[src/rtl/mdio_pkg.sv]
// Package: shared types and constants for the MDIO auto-configuration master.
// Assumes clause-22 framing: 32-bit preamble, start, opcode, addresses,
// turnaround and 16 data bits, transmitted MSB first.
package mdio_pkg;

    typedef enum logic [1:0] {
        OP_WR = 2'b01,
        OP_RD = 2'b10
    } mdio_op_e;

    typedef struct packed {
        mdio_op_e    op;
        logic [4:0]  phy;
        logic [4:0]  regad;
        logic [15:0] wdata;
    } mdio_cmd_t;

    localparam int FRAME_BITS = 64;
    localparam int TA_POS     = 46;
    localparam int DATA_POS   = 48;

    localparam logic [4:0]  REG_CTRL  = 5'd0;
    localparam logic [4:0]  REG_STAT  = 5'd1;
    localparam logic [4:0]  REG_ADV   = 5'd4;
    localparam logic [4:0]  REG_LPA   = 5'd5;
    localparam logic [15:0] ADV_ALL   = 16'h05E1;
    localparam int          PAUSE_BIT = 10;
    localparam logic [15:0] CTRL_ANEG = 16'h1200;

    // Assemble the serial image of one frame, first bit in the MSB.
    function automatic logic [FRAME_BITS-1:0] build_frame(input mdio_cmd_t c);
        logic [1:0]  ta;
        logic [15:0] d;
        ta = (c.op == OP_WR) ? 2'b10 : 2'b00;
        d  = (c.op == OP_WR) ? c.wdata : 16'h0000;
        return {32'hFFFF_FFFF, 2'b01, c.op, c.phy, c.regad, ta, d};
    endfunction

endpackage

[src/rtl/mdio_mdc_gen.sv]
// Module: management clock generator.
// Divides clk by DIV into a registered mdc with 50% duty and gives one-cycle
// event strobes on the clock edges where mdc rises and where it falls.
// Assumes DIV is even and at least 4. mdc is held low in reset.
module mdio_mdc_gen #(
    parameter int DIV = 160
) (
    input  logic clk,
    input  logic rst_n,
    output logic mdc,
    output logic rise_ev,
    output logic fall_ev
);
    localparam int HALF = DIV / 2;
    localparam int CW   = $clog2(DIV);

    logic [CW-1:0] cnt;
    logic [CW:0]   hi_len;

    assign rise_ev = (cnt == CW'(HALF - 1));
    assign fall_ev = (cnt == CW'(DIV - 1));

    // Free-running divider counter and the mdc register it toggles.
    always_ff @(posedge clk) begin
        if (!rst_n) begin
            cnt <= '0;
            mdc <= 1'b0;
        end else begin
            cnt <= fall_ev ? '0 : cnt + 1'b1;
            if (rise_ev)
                mdc <= 1'b1;
            else if (fall_ev)
                mdc <= 1'b0;
        end
    end

    // Length of the current high phase, kept for the duty check.
    always_ff @(posedge clk) begin
        if (!rst_n)
            hi_len <= '0;
        else if (mdc)
            hi_len <= hi_len + 1'b1;
        else
            hi_len <= '0;
    end

    p_mdc_high_half_r1: assert property (@(posedge clk) disable iff (!rst_n)
        $fell(mdc) |-> (hi_len == (CW+1)'(HALF)));

    p_mdc_low_len_r1: assert property (@(posedge clk) disable iff (!rst_n)
        $rose(mdc) |-> ($past(hi_len) == '0));

endmodule

[src/rtl/mdio_frame_eng.sv]
// Module: management frame shifter.
// Takes a command while idle on an mdc falling event and shifts out the 64-bit
// frame one bit per mdc period. Each bit is updated on the falling event.
// For reads it releases the line from the turnaround onward and takes data
// bits on the rising event. done pulses for one cycle after the last bit.
// Assumes start and cmd stay stable until accept is seen.
module mdio_frame_eng
    import mdio_pkg::*;
(
    input  logic        clk,
    input  logic        rst_n,
    input  logic        rise_ev,
    input  logic        fall_ev,
    input  logic        start,
    input  mdio_cmd_t   cmd,
    input  logic        mdio_i,
    output logic        mdio_o,
    output logic        mdio_oe,
    output logic        accept,
    output logic        done,
    output logic        busy,
    output logic [15:0] rdata
);
    localparam int IW = $clog2(FRAME_BITS);

    logic [FRAME_BITS-1:0] frame;
    logic [IW-1:0]         idx;
    logic                  is_rd;

    // Frame sequencing: load, shift one bit per falling event, finish.
    always_ff @(posedge clk) begin
        if (!rst_n) begin
            frame   <= '0;
            idx     <= '0;
            is_rd   <= 1'b0;
            busy    <= 1'b0;
            mdio_o  <= 1'b0;
            mdio_oe <= 1'b0;
            accept  <= 1'b0;
            done    <= 1'b0;
        end else begin
            accept <= 1'b0;
            done   <= 1'b0;
            if (fall_ev) begin
                if (!busy) begin
                    if (start) begin
                        frame   <= build_frame(cmd);
                        is_rd   <= (cmd.op == OP_RD);
                        idx     <= '0;
                        busy    <= 1'b1;
                        accept  <= 1'b1;
                        mdio_o  <= 1'b1;
                        mdio_oe <= 1'b1;
                    end
                end else if (idx == IW'(FRAME_BITS - 1)) begin
                    busy    <= 1'b0;
                    done    <= 1'b1;
                    mdio_o  <= 1'b0;
                    mdio_oe <= 1'b0;
                end else begin
                    idx     <= idx + 1'b1;
                    frame   <= {frame[FRAME_BITS-2:0], 1'b0};
                    mdio_o  <= frame[FRAME_BITS-2];
                    mdio_oe <= !is_rd || ((idx + 1'b1) < IW'(TA_POS));
                end
            end
        end
    end

    // Read data capture on rising mdc during the data field.
    always_ff @(posedge clk) begin
        if (!rst_n)
            rdata <= '0;
        else if (rise_ev && busy && is_rd && (idx >= IW'(DATA_POS)))
            rdata <= {rdata[14:0], mdio_i};
    end

    p_release_ta_r9: assert property (@(posedge clk) disable iff (!rst_n)
        (busy && is_rd && (idx >= IW'(TA_POS))) |-> !mdio_oe);

    p_done_ends_frame_r4: assert property (@(posedge clk) disable iff (!rst_n)
        done |-> ($past(busy) && !busy));

endmodule

[src/rtl/mdio_seq.sv]
// Module: configuration and polling sequencer.
// Waits START_DELAY cycles after reset. It then writes advertisement and
// control to each PHY address in turn. After that it alternates status and
// link-partner reads per port forever, updating the per-port flags.
// The pause strap is captured while reset is low.
// Assumes the frame engine accepts one command at a time (accept/done).
module mdio_seq
    import mdio_pkg::*;
#(
    parameter int START_DELAY = 80000,
    parameter int PHY_FIRST   = 16,
    parameter int PHY_LAST    = 20,
    localparam int NPORT      = PHY_LAST - PHY_FIRST + 1
) (
    input  logic             clk,
    input  logic             rst_n,
    input  logic             flow_ctl_strap,
    input  logic             accept,
    input  logic             done,
    input  logic             eng_busy,
    input  logic [15:0]      rdata,
    output logic             start,
    output mdio_cmd_t        cmd,
    output logic [NPORT-1:0] link_up,
    output logic [NPORT-1:0] speed100,
    output logic [NPORT-1:0] full_dup
);
    localparam int PW = (NPORT > 1) ? $clog2(NPORT) : 1;
    localparam int DW = $clog2(START_DELAY + 1);
    localparam int AW = $clog2(NPORT + 2) + 1;

    typedef enum logic [1:0] {S_WAIT, S_CFG, S_POLL} seq_state_e;

    seq_state_e     state;
    logic [DW-1:0]  dly;
    logic [PW-1:0]  port;
    logic           step;
    logic           inflight;
    logic           fc_q;
    logic           link_tmp;
    logic [15:0]    adv_word;
    logic [AW-1:0]  adv_wr_cnt;

    assign adv_word = fc_q ? ADV_ALL : (ADV_ALL & ~(16'h1 << PAUSE_BIT));
    assign start    = (state != S_WAIT) && !inflight;

    // Command for the current state, port and step.
    always_comb begin
        cmd.phy = 5'(PHY_FIRST) + 5'(port);
        if (state == S_POLL) begin
            cmd.op    = OP_RD;
            cmd.regad = step ? REG_LPA : REG_STAT;
            cmd.wdata = 16'h0000;
        end else begin
            cmd.op    = OP_WR;
            cmd.regad = step ? REG_CTRL : REG_ADV;
            cmd.wdata = step ? CTRL_ANEG : adv_word;
        end
    end

    // Strap capture during reset; stays frozen afterwards.
    always_ff @(posedge clk) begin
        if (!rst_n)
            fc_q <= flow_ctl_strap;
    end

    // Delay, script stepping and port walk.
    always_ff @(posedge clk) begin
        if (!rst_n) begin
            state    <= S_WAIT;
            dly      <= '0;
            port     <= '0;
            step     <= 1'b0;
            inflight <= 1'b0;
        end else begin
            if (state == S_WAIT) begin
                if (dly == DW'(START_DELAY - 1))
                    state <= S_CFG;
                else
                    dly <= dly + 1'b1;
            end
            if (accept)
                inflight <= 1'b1;
            if (done) begin
                inflight <= 1'b0;
                step     <= !step;
                if (step) begin
                    if (port == PW'(NPORT - 1)) begin
                        port <= '0;
                        if (state == S_CFG)
                            state <= S_POLL;
                    end else begin
                        port <= port + 1'b1;
                    end
                end
            end
        end
    end

    // Status capture from the two poll reads of each port.
    always_ff @(posedge clk) begin
        if (!rst_n) begin
            link_tmp <= 1'b0;
            link_up  <= '0;
            speed100 <= '0;
            full_dup <= '0;
        end else if (done && (state == S_POLL)) begin
            if (!step) begin
                link_tmp <= rdata[2];
            end else begin
                link_up[port]  <= link_tmp;
                speed100[port] <= rdata[8] | rdata[7];
                full_dup[port] <= rdata[8] | (rdata[6] & ~rdata[7]);
            end
        end
    end

    // Count of advertisement writes accepted since reset (checking only).
    always_ff @(posedge clk) begin
        if (!rst_n)
            adv_wr_cnt <= '0;
        else if (accept && (state == S_CFG) && !step)
            adv_wr_cnt <= adv_wr_cnt + 1'b1;
    end

    p_quiet_wait_r3: assert property (@(posedge clk) disable iff (!rst_n)
        (state == S_WAIT) |-> !eng_busy);

    p_adv_once_r7: assert property (@(posedge clk) disable iff (!rst_n)
        adv_wr_cnt <= AW'(NPORT));

    p_status_hold_r10: assert property (@(posedge clk) disable iff (!rst_n)
        !($stable(link_up) && $stable(speed100) && $stable(full_dup)) |-> $past(done));

endmodule

[src/rtl/mdio_autocfg.sv]
// Module: top of the MDIO PHY auto-configuration master.
// Ties together the mdc divider, the frame shifter and the sequencer.
// Assumes mdio_i is the resolved line (pull-up when nobody drives).
module mdio_autocfg
    import mdio_pkg::*;
#(
    parameter int CLK_DIV     = 160,
    parameter int START_DELAY = 80000,
    parameter int PHY_FIRST   = 16,
    parameter int PHY_LAST    = 20,
    localparam int NPORT      = PHY_LAST - PHY_FIRST + 1
) (
    input  logic             clk,
    input  logic             rst_n,
    input  logic             flow_ctl_strap,
    output logic             mdc,
    output logic             mdio_o,
    output logic             mdio_oe,
    input  logic             mdio_i,
    output logic [NPORT-1:0] link_up,
    output logic [NPORT-1:0] speed100,
    output logic [NPORT-1:0] full_dup
);
    logic        rise_ev;
    logic        fall_ev;
    logic        start;
    logic        accept;
    logic        done;
    logic        busy;
    logic [15:0] rdata;
    mdio_cmd_t   cmd;

    mdio_mdc_gen #(.DIV(CLK_DIV)) u_mdc (
        .clk     (clk),
        .rst_n   (rst_n),
        .mdc     (mdc),
        .rise_ev (rise_ev),
        .fall_ev (fall_ev)
    );

    mdio_frame_eng u_eng (
        .clk     (clk),
        .rst_n   (rst_n),
        .rise_ev (rise_ev),
        .fall_ev (fall_ev),
        .start   (start),
        .cmd     (cmd),
        .mdio_i  (mdio_i),
        .mdio_o  (mdio_o),
        .mdio_oe (mdio_oe),
        .accept  (accept),
        .done    (done),
        .busy    (busy),
        .rdata   (rdata)
    );

    mdio_seq #(
        .START_DELAY (START_DELAY),
        .PHY_FIRST   (PHY_FIRST),
        .PHY_LAST    (PHY_LAST)
    ) u_seq (
        .clk            (clk),
        .rst_n          (rst_n),
        .flow_ctl_strap (flow_ctl_strap),
        .accept         (accept),
        .done           (done),
        .eng_busy       (busy),
        .rdata          (rdata),
        .start          (start),
        .cmd            (cmd),
        .link_up        (link_up),
        .speed100       (speed100),
        .full_dup       (full_dup)
    );

    p_reset_release_r2: assert property (@(posedge clk)
        !rst_n |=> (!mdio_oe && !mdc));

    p_change_on_low_r11: assert property (@(posedge clk) disable iff (!rst_n)
        (mdio_oe && !$stable(mdio_o)) |-> !mdc);

endmodule

[config.mk]
export PLATFORM = sky130hd
export DESIGN_NAME = mdio_autocfg
export DESIGN_NICKNAME = d
export VERILOG_FILES = /design/src/rtl/mdio_pkg.sv /design/src/rtl/mdio_mdc_gen.sv /design/src/rtl/mdio_frame_eng.sv /design/src/rtl/mdio_seq.sv /design/src/rtl/mdio_autocfg.sv
export SDC_FILE = /design/constraint.sdc
export NUM_CORES = 1
export LEC_CHECK = 0
export CAP_MARGIN = 0
export CORE_ASPECT_RATIO = 1.5
export CORE_MARGIN = 10
export CORE_UTILIZATION = 60
export DETAILED_ROUTE_END_ITERATION = 10
export PLACE_DENSITY = 0.79
export SLEW_MARGIN = 25
export SYNTH_ARGS = -nofsm -noshare
export SYNTH_HDL_FRONTEND = slang
export SYNTH_SLANG_ARGS = --single-unit
[constraint.sdc]
create_clock -name clk -period 2.6 [get_ports clk]
set_clock_uncertainty 0.1 [all_clocks]
set_input_delay 0.39 -clock clk [delete_from_list [all_inputs] [get_ports clk]]
set_output_delay 0.39 -clock clk [all_outputs]
set_load 0.01 [all_outputs]
=== After elaboration in Yosys (flattened, before gate mapping) ===
Cells that the tools add are included.

* Input bits: 4
* Flip-flop bits (word level): 134

* Reduce and logical (&&, ||, !) cells: 25
* Add/sub/neg operators: 5
* Order comparisons: 4
* Mux-type cells: 37
* Bitwise gates (word level): 9
* Equality and inequality tests: 10

{| class="wikitable"
|+ Operators by type and width
! kind !! count
|-
| two-way mux 63 bit || 3
|-
| two-way mux 16 bit || 2
|-
| two-way mux 21 bit || 1
|-
| two-way mux 6 bit || 3
|-
| adder 17 x 1 -> 17 bit (second input constant) || 1
|-
| == test 17 bit (second input constant) || 1
|-
| two-way mux 2 bit || 8
|-
| bitwise mux 5 bit || 3
|-
| two-way mux 1 bit || 12
|-
| two-way mux 11 bit || 1
|-
| AND reduction 2 bit || 5
|-
| two-way mux 3 bit || 3
|-
| AND reduction 3 bit || 3
|-
| adder 8 x 1 -> 8 bit (second input constant) || 1
|-
| == test 8 x 7 -> 1 bit (second input constant) || 1
|-
| == test 8 bit (second input constant) || 1
|-
| adder 6 x 1 -> 6 bit (second input constant) || 1
|-
| == test 6 bit (second input constant) || 1
|-
| greater-or-equal comparator 6 bit (second input constant) || 1
|-
| logical AND 1 bit || 6
|-
| < comparator 6 bit (second input constant) || 1
|-
| inverter 1 bit || 6
|-
| nonzero test 2 bit || 3
|-
| adder 5 x 3 -> 5 bit (first input constant) || 1
|-
| 15 further kinds || 21
|}

=== Logic depth before layout (Yosys ltp) ===
* Depth in word-level cells: 7
* Mapped depth: 9
* Mapped depth without buffers: 6

=== Hierarchy ===
A second synthesis with hierarchy kept.

* Cell total of the unflattened synthesis: 640
* Area, all modules: 5788.1 um^2

{| class="wikitable"
|+ By module, submodules not included
! module !! seq. area each (um^2) !! times used !! area an instance (um^2) !! cells each
|-
| mdio_frame_eng || 1821.7 || 1 || 3370.7 || 366
|-
| mdio_seq || 830.8 || 1 || 2029.4 || 231
|-
| mdio_mdc_gen || 180.2 || 1 || 387.9 || 43
|}

=== Least setup slack after synthesis ===
OpenSTA, ideal clock, no wires.

* Kind: register to register
* From: reg u_mdc.cnt[0]
* To: reg u_eng.frame[54]
* Arrival time: 2104 ps
* Buffers on the path: 3
* Stages on the path, launching flop included: 10
* Period minus slack after synthesis: 2335 ps
* Setup slack: 265 ps
* Data required time: 2368 ps
* Cell sequence: dfxtp_1 -> ha_1 -> nand3_2 -> or4_1 -> or3_1 -> clkbuf_1 -> buf_6 -> buf_2 -> nor3_1 -> nor3_1

* Word-level cells in the longest chain between the ends: 2

{| class="wikitable"
|+ Ends and longest elaborated chain
! element !! RTL line !! source
|-
| start, declared || mdio_mdc_gen.sv:17 || <nowiki>logic [CW-1:0] cnt;</nowiki>
|-
| start signal, assigned || mdio_mdc_gen.sv:29 || <nowiki>cnt <= fall_ev ? '0 : cnt + 1'b1;</nowiki>
|-
| == test 8 bit || mdio_mdc_gen.sv:21 || <nowiki>assign fall_ev = (cnt == CW'(DIV - 1));</nowiki>
|-
| AND reduction 3 bit (no source line) || n/a ||
|-
| end signal, assigned || mdio_frame_eng.sv:47 || <nowiki>frame <= build_frame(cmd);</nowiki>
|-
| end signal, assigned || mdio_frame_eng.sv:62 || <nowiki>frame <= {frame[FRAME_BITS-2:0], 1'b0};</nowiki>
|-
| end, declared || mdio_frame_eng.sv:26 || <nowiki>logic [FRAME_BITS-1:0] frame;</nowiki>
|}

No other way between the ends.
A chain may end at the register's enable or synchronous reset.

=== Worst setup path after layout ===
* From: reg u_seq.dly[10]
* To: reg u_seq.dly[11]

* Word-level cells in the longest chain between the ends: 3
* Elaborated cells on any way between the ends: 4
* Those cells by class: add/sub (1); eq/ne (1); bitwise (1); reduce/logical (1)

{| class="wikitable"
|+ Ends and longest elaborated chain
! element !! RTL line !! source
|-
| start, declared || mdio_seq.sv:35 || <nowiki>logic [DW-1:0] dly;</nowiki>
|-
| start signal, assigned || mdio_seq.sv:80 || <nowiki>dly <= dly + 1'b1;</nowiki>
|-
| parallel branches: the longest is 3 deep, another holds adder 17 x 1 -> 17 bit || n/a ||
|}

Parallel ways; which one is timed is not known.

==> impl_metrics.json <==
{
  "outcome": "complete, no violations",
  "syn_nets": 654,
  "fin_ws_ns": 0.187,
  "cts_setup_buffers": 0,
  "crit_type": "reg2reg",
  "cp.required_ns": 2.82,
  "drive_gt1_share_pct": 8.26,
  "grt_usage_pct": 16.9,
  "critPathCaptureType": "flip-flop",
  "mostFrequentLayoutCells": "dfxtp_1, nor2_1, nor3_1",
  "dr.pass1.iters": 6,
  "p_switching_uw": 883,
  "fp.dieW_um": 98.1,
  "gp_congestion": 0.816,
  "post_drt_wl_per_cell_um": 14.6,
  "slew_viol_final": 0,
  "routed_wl_um": 11300,
  "port_buffers": 21,
  "postSynthAreaPerCell_um2": 8.53,
  "setup_viol": 0,
  "critical_path.startpoint_type": "flip-flop",
  "setup_tns_ns": 0,
  "remaining_drc_errors": 0,
  "htreeDepth": 4,
  "synth_warnings": 0,
  "p_leak_uw": 0.00226,
  "grt_setup_unrepaired": "false",
  "ys.flop_type": "dfxtp_1",
  "cts_tree": "done",
  "dp_hpwl_um": 7230,
  "fin_area_um2": 6390,
  "p_clk_share_pct": 53.2,
  "max_freq_ghz": 0.414,
  "grt_pass1_wl_um": 19300,
  "cts_buffer_depth": 2,
  "syn_inst": 643,
  "switching_share_pct": 19.3,
  "syn_to_final_growth_pct": 16.5,
  "cap_violations": 0,
  "hp-class": "reg2reg",
  "powerDensity_nw_per_um2": 715,
  "grt_max_degree": 59,
  "ys_ff_latch": 134,
  "critPathMaxFanout": 9,
  "numCtsBuffers": 17,
  "dr.first_iter.drc_count": 278,
  "vias": 4464,
  "pwr-share-comb_pct": 1.3,
  "grt_remaining_overflow": 0,
  "worst_slew_margin_rel_pct": 55.2,
  "synth_cell_types": 50,
  "internal_power_uw": 3690,
  "worstPathArrival_ns": 2.63,
  "synth_edf_count": 1,
  "rows": 42,
  "tightest_slew_ns": 0.655,
  "ys_seq_area_share_pct": 49.1,
  "start_util_pct": 61.7,
  "vdd_ir_drop_max_uv": 531,
  "fin_crit_ns": 2.41,
  "chipHeight_um": 137,
  "antenna_found_initial": 0,
  "layout_commonest_cell": "dfxtp_1",
  "ant_nets": 0,
  "ioPinCount": 22,
  "viasPerCell": 5.75,
  "diodes": 0,
  "finalPower_uw": 4570,
  "clk_latency_ns": 0.41,
  "clkTransAtPathRegs_ns": 0.06,
  "post-place-ws_ns": 0.132,
  "root_buffer": "clkbuf_16",
  "nets": 664,
  "core_area_um2": 8880,
  "period_share_pct": 92.8,
  "first_global_vias": 4328,
  "async_flop_share_pct": 0,
  "report.final.hold_viol_count": 0,
  "cts_sinks": 134,
  "dpl_cell_area_um2": 5780,
  "syn_area_um2": 5480,
  "pwr-share-seq_pct": 45.4,
  "die_area_um2": 13400
}
[layer usage]
layer	routed length, um	GRT usage, %	part of all wire (%)
met4	231	7.62	2.0
met1	4580	17.8	41
met3	573	5.45	5.1
met5	0	0	0
met2	5920	30.0	52
[worst paths after layout]
check / slack [ns] / from / cells after the start / end
hold reg to reg: 0.35 / u_eng.frame[1] / 2 / u_eng.frame[1]
setup / recovery: 0.19 / u_seq.dly[10] / 5 / u_seq.dly[11]
setup reg to reg: 0.19 / u_seq.dly[10] / 5 / u_seq.dly[11]
hold / removal: 0.35 / u_eng.frame[1] / 2 / u_eng.frame[1]
[through the flow]
step | utilization (%) | std cells | hold WS (ns)
2_1_floorplan | - | 643 | 0.326
5_1_grt | 71.9 | 776 | 0.376
4_1_cts | 71.9 | 776 | 0.352
6_report | 71.9 | 776 | 0.353
3_5_place_dp | 65.0 | 744 | 0.345
3_3_place_gp | 65.0 | 744 | 0.338
[power groups by stage]
stage | logic (uW) | clock network (uW) | registers, uW
2_1_floorplan | 43.9 | 0 | 2120
3_3_place_gp | 60.1 | 0 | 2120
3_5_place_dp | 61.7 | 0 | 2120
4_1_cts | 62.2 | 2460 | 2080
5_1_grt | 69.3 | 2540 | 2080
6_report | 61.7 | 2430 | 2080
[Yosys cell counts, types with 3 or more instances]
| cell | n | area [um2] |
|---|---|---|
| or3_1 | 8 | 50.1 |
| a21oi_1 | 39 | 195 |
| and3_1 | 9 | 56.3 |
| and2_1 | 4 | 25.0 |
| mux2i_1 | 29 | 290 |
| nand2b_1 | 5 | 31.3 |
| a211oi_1 | 6 | 45.0 |
| clkbuf_1 | 32 | 120 |
| o21ai_0 | 16 | 80.1 |
| xnor2_1 | 8 | 70.1 |
| nand3_1 | 39 | 195 |
| inv_1 | 13 | 48.8 |
| buf_4 | 3 | 22.5 |
| nand4_1 | 3 | 18.8 |
| buf_2 | 6 | 30.0 |
| or2_2 | 4 | 25.0 |
| ha_1 | 7 | 87.6 |
| nor3b_1 | 3 | 22.5 |
| nand2_1 | 58 | 218 |
| o31ai_1 | 4 | 30.0 |
| or4_1 | 3 | 22.5 |
| a22oi_1 | 4 | 30.0 |
| a31oi_1 | 3 | 18.8 |
| xor2_1 | 6 | 52.6 |
| nor3_1 | 76 | 380 |
| nor2_1 | 85 | 319 |
| o211ai_1 | 3 | 22.5 |
| dfxtp_1 | 133 | 2660 |
| nor4_1 | 4 | 25.0 |
[worst max-delay path, stage by stage, from the launching register on]
cell and delay, ns:
dfxtp_1 0.34, or4b_2 0.71, nor4_4 0.53, a2111oi_0 0.26
nand3_1 0.15, mux2i_1 0.23
[state kept, by name (all words and copies together), names as in the netlist, 5 cells and up]
name and cells:
u_eng.frame 63, u_seq.dly 17, u_mdc.cnt 8, u_seq.link_up 5
u_seq.full_dup 5, u_eng.idx 6, u_eng.rdata 9, u_seq.speed100 5
[repair_timing]
item / 4_1_cts / 5_1_grt
gates resized for setup: 0 / 1
endpoints found under the setup margin: 0 / 10
hold buffers: 0 / 0
[cell families (layout without fill, tap and decap cells)]
logic type      Yosys count  count (layout)  synth area share [%]
simple gates            310             310                  26.9
buf+inv                  58              81                  4.59
flops                   134             134                  49.1
mux                      29              29                  5.29
compound gates           90              90                  10.1
fa+ha+maj                 8               8                  1.78
xor+xnor                 14              14                  2.24
[layout make-up]
cell class              instances  area [um2]
flip-flops and latches        134        2690
well taps                     110         138
inverters                      13        50.0
clock inverters                 9         123
clock buffers                  23         488
multi-input cells             451        2550
repair buffers                 36         348
fillers                       685        2490
Power figures use the tool's default switching activity.
